==> config.mk <==
export PLATFORM = sky130hd
export DESIGN_NAME = burst_sram
export DESIGN_NICKNAME = d
export VERILOG_FILES = /design/src/rtl/sram_pkg.sv /design/src/rtl/burst_order.sv /design/src/rtl/burst_ctrl.sv /design/src/rtl/sram_datapath.sv /design/src/rtl/burst_sram.sv
export SDC_FILE = /design/constraint.sdc
export NUM_CORES = 2
export LEC_CHECK = 0
export ABC_AREA = 0
export CORE_ASPECT_RATIO = 1.75
export CORE_MARGIN = 4
export CORE_UTILIZATION = 45
export CTS_CLUSTER_SIZE = 28
export DETAILED_ROUTE_END_ITERATION = 7
export MAX_ROUTING_LAYER = met4
export PLACE_DENSITY = 0.71
export SYNTH_ARGS = -nofsm -noshare
export SYNTH_HDL_FRONTEND = slang
export SYNTH_SLANG_ARGS = --single-unit
==> constraint.sdc <==
create_clock -name clk -period 4.3 [get_ports clk]
set_input_delay 0.86 -clock clk [delete_from_list [all_inputs] [get_ports clk]]
set_output_delay 0.86 -clock clk [all_outputs]
set_load 0.02 [all_outputs]
==> src/rtl/sram_pkg.sv <==
package sram_pkg;

  // Access strobes handed from the control to the datapath
  typedef struct packed {
    logic access;   // an access takes place on this edge
    logic isWrite;  // the access is a write (else a read)
  } ctl_t;

endpackage

==> src/rtl/burst_order.sv <==
module burst_order #(
  parameter int BITS = 2
) (
  input  logic [BITS-1:0] startLow,
  input  logic [BITS-1:0] count,
  input  logic            interleave,
  output logic [BITS-1:0] seqLow
);

  logic [BITS-1:0] linLow;
  logic [BITS-1:0] xorLow;

  // linear: add modulo 2**BITS, the carry out of the group is dropped
  assign linLow = startLow + count;

  generate
    for (genvar b = 0; b < BITS; b++) begin : gXor
      assign xorLow[b] = startLow[b] ^ count[b];
    end
  endgenerate

  assign seqLow = interleave ? xorLow : linLow;

endmodule

==> src/rtl/burst_ctrl.sv <==
module burst_ctrl
  import sram_pkg::*;
#(
  parameter int ADDR_W     = 6,
  parameter int LANES      = 4,
  parameter int BURST_BITS = 2
) (
  input  logic              clk,
  input  logic              rstN,
  input  logic [ADDR_W-1:0] addrIn,
  input  logic              chipEnN,
  input  logic              procStrobeN,
  input  logic              ctrlStrobeN,
  input  logic              advanceN,
  input  logic [LANES-1:0]  laneWrN,
  input  logic              allWrN,
  input  logic              sleep,
  input  logic              interleave,
  output ctl_t              ctl,
  output logic [ADDR_W-1:0] accAddr,
  output logic [LANES-1:0]  accLanes
);

  localparam int HI_W = ADDR_W - BURST_BITS;

  // sampled inputs, stored active high
  logic              ceQ, pStbQ, cStbQ, advQ, allWrQ, sleepQ, interQ;
  logic [LANES-1:0]  laneWrQ;
  logic [ADDR_W-1:0] addrQ;

  // burst state
  logic                  burstOn, nxtOn;
  logic [HI_W-1:0]       hiQ, nxtHi;
  logic [BURST_BITS-1:0] startLowQ, nxtStart;
  logic [BURST_BITS-1:0] cntQ, nxtCnt, stepCnt, seqLow;

  logic wrReq, startAny;

  always_ff @(posedge clk or negedge rstN) begin
    if (!rstN) begin
      ceQ     <= 1'b0;
      pStbQ   <= 1'b0;
      cStbQ   <= 1'b0;
      advQ    <= 1'b0;
      allWrQ  <= 1'b0;
      sleepQ  <= 1'b0;
      interQ  <= 1'b0;
      laneWrQ <= '0;
      addrQ   <= '0;
    end else begin
      ceQ     <= ~chipEnN;
      pStbQ   <= ~procStrobeN;
      cStbQ   <= ~ctrlStrobeN;
      advQ    <= ~advanceN;
      allWrQ  <= ~allWrN;
      sleepQ  <= sleep;
      interQ  <= interleave;
      laneWrQ <= ~laneWrN;
      addrQ   <= addrIn;
    end
  end

  assign wrReq    = allWrQ | (|laneWrQ);
  assign accLanes = allWrQ ? {LANES{1'b1}} : laneWrQ;
  assign stepCnt  = cntQ + BURST_BITS'(advQ);
  assign startAny = !sleepQ && ceQ && (cStbQ || pStbQ);

  burst_order #(.BITS(BURST_BITS)) uOrder (
    .startLow  (startLowQ),
    .count     (stepCnt),
    .interleave(interQ),
    .seqLow    (seqLow)
  );

  always_comb begin
    ctl      = '0;
    accAddr  = addrQ;
    nxtOn    = burstOn;
    nxtHi    = hiQ;
    nxtStart = startLowQ;
    nxtCnt   = cntQ;
    if (!sleepQ) begin
      if (cStbQ && ceQ) begin
        nxtOn       = 1'b1;
        nxtHi       = addrQ[ADDR_W-1:BURST_BITS];
        nxtStart    = addrQ[BURST_BITS-1:0];
        nxtCnt      = '0;
        ctl.access  = 1'b1;
        ctl.isWrite = wrReq;
      end else if (cStbQ) begin
        nxtOn = 1'b0;
      end else if (pStbQ && ceQ) begin
        nxtOn       = 1'b1;
        nxtHi       = addrQ[ADDR_W-1:BURST_BITS];
        nxtStart    = addrQ[BURST_BITS-1:0];
        nxtCnt      = '0;
        ctl.access  = 1'b1;
        ctl.isWrite = 1'b0;
      end else if (burstOn) begin
        nxtCnt      = stepCnt;
        ctl.access  = 1'b1;
        ctl.isWrite = wrReq;
        accAddr     = {hiQ, seqLow};
      end
    end
  end

  always_ff @(posedge clk or negedge rstN) begin
    if (!rstN) begin
      burstOn   <= 1'b0;
      hiQ       <= '0;
      startLowQ <= '0;
      cntQ      <= '0;
    end else begin
      burstOn   <= nxtOn;
      hiQ       <= nxtHi;
      startLowQ <= nxtStart;
      cntQ      <= nxtCnt;
    end
  end

  AST_STALL_HOLD: assert property (@(posedge clk) disable iff (!rstN)
    (burstOn && !sleepQ && !cStbQ && !(pStbQ && ceQ) && !advQ)
      |=> (burstOn && cntQ == $past(cntQ)));

  AST_SLEEP_FREEZE: assert property (@(posedge clk) disable iff (!rstN)
    sleepQ |=> ($stable(cntQ) && $stable(burstOn) && $stable(hiQ)));

  AST_DESELECT_CLOSES: assert property (@(posedge clk) disable iff (!rstN)
    (cStbQ && !ceQ && !sleepQ) |=> !burstOn);

  AST_GROUP_WRAP: assert property (@(posedge clk) disable iff (!rstN)
    (ctl.access && !startAny && $past(ctl.access))
      |-> (accAddr[ADDR_W-1:BURST_BITS] == $past(accAddr[ADDR_W-1:BURST_BITS])));

  AST_PROC_FIRST_READ: assert property (@(posedge clk) disable iff (!rstN)
    (pStbQ && ceQ && !cStbQ && !sleepQ) |-> (ctl.access && !ctl.isWrite));

endmodule

==> src/rtl/sram_datapath.sv <==
module sram_datapath
  import sram_pkg::*;
#(
  parameter int ADDR_W = 6,
  parameter int LANES  = 4,
  parameter int LANE_W = 9
) (
  input  logic                    clk,
  input  logic                    rstN,
  input  logic [LANES*LANE_W-1:0] dataIn,
  input  ctl_t                    ctl,
  input  logic [ADDR_W-1:0]       accAddr,
  input  logic [LANES-1:0]        accLanes,
  input  logic                    outEnN,
  output logic [LANES*LANE_W-1:0] dataOut
);

  localparam int DATA_W = LANES * LANE_W;
  localparam int DEPTH  = 1 << ADDR_W;

  logic [DATA_W-1:0] dataQ;
  logic [DATA_W-1:0] rdQ;

  always_ff @(posedge clk or negedge rstN) begin
    if (!rstN) dataQ <= '0;
    else       dataQ <= dataIn;
  end

  generate
    for (genvar ln = 0; ln < LANES; ln++) begin : gLane
      logic [LANE_W-1:0] laneMem [DEPTH];
      logic [LANE_W-1:0] rdLane;

      always_ff @(posedge clk) begin
        if (ctl.access && ctl.isWrite && accLanes[ln])
          laneMem[accAddr] <= dataQ[ln*LANE_W +: LANE_W];
      end

      always_ff @(posedge clk or negedge rstN) begin
        if (!rstN)                          rdLane <= '0;
        else if (ctl.access && !ctl.isWrite) rdLane <= laneMem[accAddr];
        else                                rdLane <= '0;
      end

      assign rdQ[ln*LANE_W +: LANE_W] = rdLane;
    end
  endgenerate

  assign dataOut = outEnN ? '0 : rdQ;

  AST_IDLE_ZERO: assert property (@(posedge clk) disable iff (!rstN)
    !(ctl.access && !ctl.isWrite) |=> (rdQ == '0));

endmodule

==> src/rtl/burst_sram.sv <==
module burst_sram
  import sram_pkg::*;
#(
  parameter int ADDR_W     = 6,
  parameter int LANES      = 4,
  parameter int LANE_W     = 9,
  parameter int BURST_BITS = 2
) (
  input  logic                    clk,
  input  logic                    rstN,
  input  logic [ADDR_W-1:0]       addrIn,
  input  logic [LANES*LANE_W-1:0] dataIn,
  input  logic                    chipEnN,
  input  logic                    procStrobeN,
  input  logic                    ctrlStrobeN,
  input  logic                    advanceN,
  input  logic [LANES-1:0]        laneWrN,
  input  logic                    allWrN,
  input  logic                    sleep,
  input  logic                    interleave,
  input  logic                    outEnN,
  output logic [LANES*LANE_W-1:0] dataOut
);

  ctl_t              ctl;
  logic [ADDR_W-1:0] accAddr;
  logic [LANES-1:0]  accLanes;

  burst_ctrl #(
    .ADDR_W(ADDR_W), .LANES(LANES), .BURST_BITS(BURST_BITS)
  ) uCtrl (
    .clk        (clk),
    .rstN       (rstN),
    .addrIn     (addrIn),
    .chipEnN    (chipEnN),
    .procStrobeN(procStrobeN),
    .ctrlStrobeN(ctrlStrobeN),
    .advanceN   (advanceN),
    .laneWrN    (laneWrN),
    .allWrN     (allWrN),
    .sleep      (sleep),
    .interleave (interleave),
    .ctl        (ctl),
    .accAddr    (accAddr),
    .accLanes   (accLanes)
  );

  sram_datapath #(
    .ADDR_W(ADDR_W), .LANES(LANES), .LANE_W(LANE_W)
  ) uData (
    .clk     (clk),
    .rstN    (rstN),
    .dataIn  (dataIn),
    .ctl     (ctl),
    .accAddr (accAddr),
    .accLanes(accLanes),
    .outEnN  (outEnN),
    .dataOut (dataOut)
  );

endmodule

==> reports/qor.yml <==
sta:
  finalCriticalPeriod_ns: 4.17
  slew_headroom: 0.138
  skew_ns: 0.0365
  timing.fmax_mhz: 240
  post-route-period-util: 0.969
  finalWorstSetupSlack_ns: 0.135
  setup_violations: 0
  worst_pin_slew_ns: 1.29
  slew_violations: 0
  rsz0062_at_grt: "no"
  fin_hold_ws_ns: 0.439
  hold_viol: 0
yosys:
  yosysMostFrequentCell: "edfxtp_1"
  yosys.area_share.xor_xnor: 0.000595
  synth.yosys.seq_area_share: 0.774
  syn_nets: 6239
  synthMuxAreaShare: 0.0250
  synth_top_family_by_area: "compound AO/OA/AOI/OAI gates"
  yosys.area.top_type: "edfxtp_1"
  synth_fa_ha_area_frac: 0.000270
  synth_top_area_frac: 0.747
  synth_flop_cell: "edfxtp_1"
  yosysWarnings: 0
  synth_top_cells_by_count: "edfxtp_1 (2,304), nand2_1 (741), nor2_1 (565)"
  ys_ff_latch: 2402
  synth.area.top_cells: "edfxtp_1 (75%), o22ai_1 (3.8%), nand2_1 (3.0%), dfrtp_1 (2.6%), nor2_1 (2.3%)"
  syn_area_um2: 92600
  synth-edff-count: 2304
  synth_compound_area_frac: 0.0938
  syn_area_per_cell_um2: 15.0
  synth_cell_types: 82
  async_flop_share: 0.0408
  syn_inst: 6181
  synth-simple-area-share: 0.0874
worst_setup_path:
  setup.worst_path.start_class: "register"
  rr_worst_depth: 11
  rr_startpoint: "uCtrl.advQ"
  worstPathMaxFanout: 17
  regToRegSetupSlack_ns: 0.13
  endpoint_kind: "register"
  path_class: "reg -> reg"
  timing.rr.end: "uData.gLane[3].rdLane[7]"
  worst_ep_required_time_ns: 5.02
  crit_arrival_ns: 4.88
floorplanning:
  dieArea_um2: 213000
  num_rows: 220
  initial_core_util: 0.451
  die_y_um: 608
  pin_count: 92
  core-area_um2: 205000
  die_w_um: 351
global_route:
  grt_pass1_vias: 60800
  gr-total-overflow: 0
  grt_pass1_wl_um: 428000
  antenna_found_initial: 20
  track_usage: 0.285
  grt_max_degree: 65
finish:
  layout.nets: 6763
  fin_util: 0.526
  drive_gt1_frac: 0.159
  syn_to_final_growth_pct: 16.5
min_path:
  hp-start: "dataIn[19]"
  whs_path_depth: 1
  hold_end: "uData.dataQ[19]"
  hold_class: "in -> reg"
place:
  hpwl_um: 198000
  gp_congestion: 1.01
  numPortBuffers: 91
  dpl_worst_slack_ns: -0.177
detailed_routing:
  drtIter0Drc: 8557
  vias_per_cell: 6.44
  wire_per_inst_um: 31.6
  wirelength_um: 301000
  drc: 2
  antenna_left: 0
  first_pass_iters: 8
  vias: 61500
cts:
  cts_buffers: 196
  cts.clk_slew.worst_paths_ns: 0.07
  root_buffer: "clkbuf_16"
  cts_tree: "done"
  clkLatencyLatePin_ns: 0.85
  cts_buffer_depth: 4
  clkSinkCount: 2402
  h-tree-depth: 4
power_and_ir_drop:
  ir_drop_mv: 0.392
  power.density_nw_per_um2: 455
  p_leak_nw: 35.6
  p_total_mw: 49.1
run:
  max_cap_violations: 0
run_status:
  violations: "DRC"
  status: "finished with violations"
[layer usage]
| layer | vias up | wire (um) | global-route usage | part of all wire |
|---|---|---|---|---|
| met2 | 4459 | 147000 | 0.458 | 0.49 |
| met4 | 0 | 28600 | 0.218 | 0.095 |
| li1 | 25300 | - | - | - |
| met5 | - | 0 | - | 0 |
| met1 | 30500 | 97800 | 0.318 | 0.32 |
| met3 | 1224 | 28200 | 0.0461 | 0.094 |
[placed cells by master (no fill, tap or decap), types with 19 or more instances in the layout]
master / instances
buf_12: 66
nor3_1: 97
nand3_1: 193
dfrtp_1: 59
dfrtp_2: 37
nand2_1: 732
a31oi_1: 162
clkdlybuf4s50_1: 89
or3_1: 20
nor2_1: 554
bufinv_16: 30
or4_1: 29
o22ai_1: 557
nor4_1: 89
mux2_2: 35
buf_4: 575
clkinv_1: 30
o21ai_0: 64
a21oi_1: 104
clkinv_2: 26
diode_2: 20
a211oi_1: 20
mux2i_1: 165
clkbuf_1: 30
a32oi_1: 92
edfxtp_1: 2304
clkbuf_16: 198
inv_1: 19
o22a_1: 70
o221ai_1: 60
nor2b_1: 42
[final cells by class]
class	count	area (um^2)
multi-input combinational	3349	19400
tap	2664	3330
inverter	21	78.8
antenna	20	50.0
sequential	2402	71700
clock inverter	109	1360
fill	16000	97300
clock buffer	244	5290
timing repair buffer	735	6570
[worst max path at each step]
stage | start | end | slack (ns) | cells after the start
finish | uCtrl.advQ | uData.gLane[3].rdLane[7] | 0.13 | 11
global route | uCtrl.cntQ[0] | uData.gLane[3].rdLane[6] | 0.03 | 13
CTS | uCtrl.cntQ[0] | uData.gLane[0].rdLane[2] | 0.01 | 13
detailed placement | uCtrl.cntQ[0] | uData.gLane[3].rdLane[7] | -0.18 | 11
global placement | uCtrl.cntQ[0] | uData.gLane[3].rdLane[6] | -0.79 | 12
floorplan | uCtrl.cntQ[0] | uData.gLane[0].laneMem[56][0] | 0.81 | 11
[cells by family (layout without fill, tap and decap cells)]
group           Yosys count  after routing
xor+xnor                  3              3
other cells               0             20
buf+inv                 430           1109
flops                  2402           2402
compound gates         1276           1276
fa+ha+maj                 2              2
mux                     213            213
simple gates           1855           1855
[where the power goes]
| part | switching, mW | internal (mW) | leakage [nW] |
|---|---|---|---|
| clock network | 8.27 | 10.6 | 3.23 |
| logic | 2.94 | 1.30 | 10.5 |
| registers | 0.256 | 25.7 | 21.9 |
[critical path, cell delays in order (launching register included)]
cell	delay (ns)
dfrtp_1	0.39
ha_1	0.30
ha_1	0.15
nor2b_1	0.24
xor3_2	0.56
buf_4	0.30
a22oi_2	0.63
buf_4	0.31
o22ai_1	0.10
o21ai_1	0.30
o2111ai_1	0.38
o31a_1	0.36
[metrics by stage]
step,TNS (ns),instances,cell area [um^2]
after detailed placement,-0.177,9168,101000
after global routing,0,9541,108000
after global placement,-0.939,9167,101000
final,0,9544,108000
after CTS,0,9522,108000
after floorplan,0,6181,92600
[state kept, by name (all words and copies together) (netlist names)]
signal	flops
uCtrl.laneWrQ	4
uCtrl.cntQ	2
uData.dataQ	36
uCtrl.addrQ	6
uCtrl.startLowQ	2
uCtrl.cStbQ	1
uCtrl.allWrQ	1
uCtrl.burstOn	1
uCtrl.ceQ	1
uCtrl.sleepQ	1
uCtrl.hiQ	4
uCtrl.interQ	1
uCtrl.advQ	1
uData.gLane.rdLane	36
uData.gLane.laneMem	2304
uCtrl.pStbQ	1
[repair_timing]
| item | 4_1_cts | 5_1_grt |
|---|---|---|
| setup endpoints to repair | 1 | 74 |
| pin swaps | 0 | 2 |
| resized for setup | 1 | 9 |
| endpoints found under the hold margin | 20 | 0 |
| cloned | 0 | 0 |
| buffers inserted | 0 | 2 |
| hold buffers | 1 | 0 |
Power figures use the tool's default switching activity.
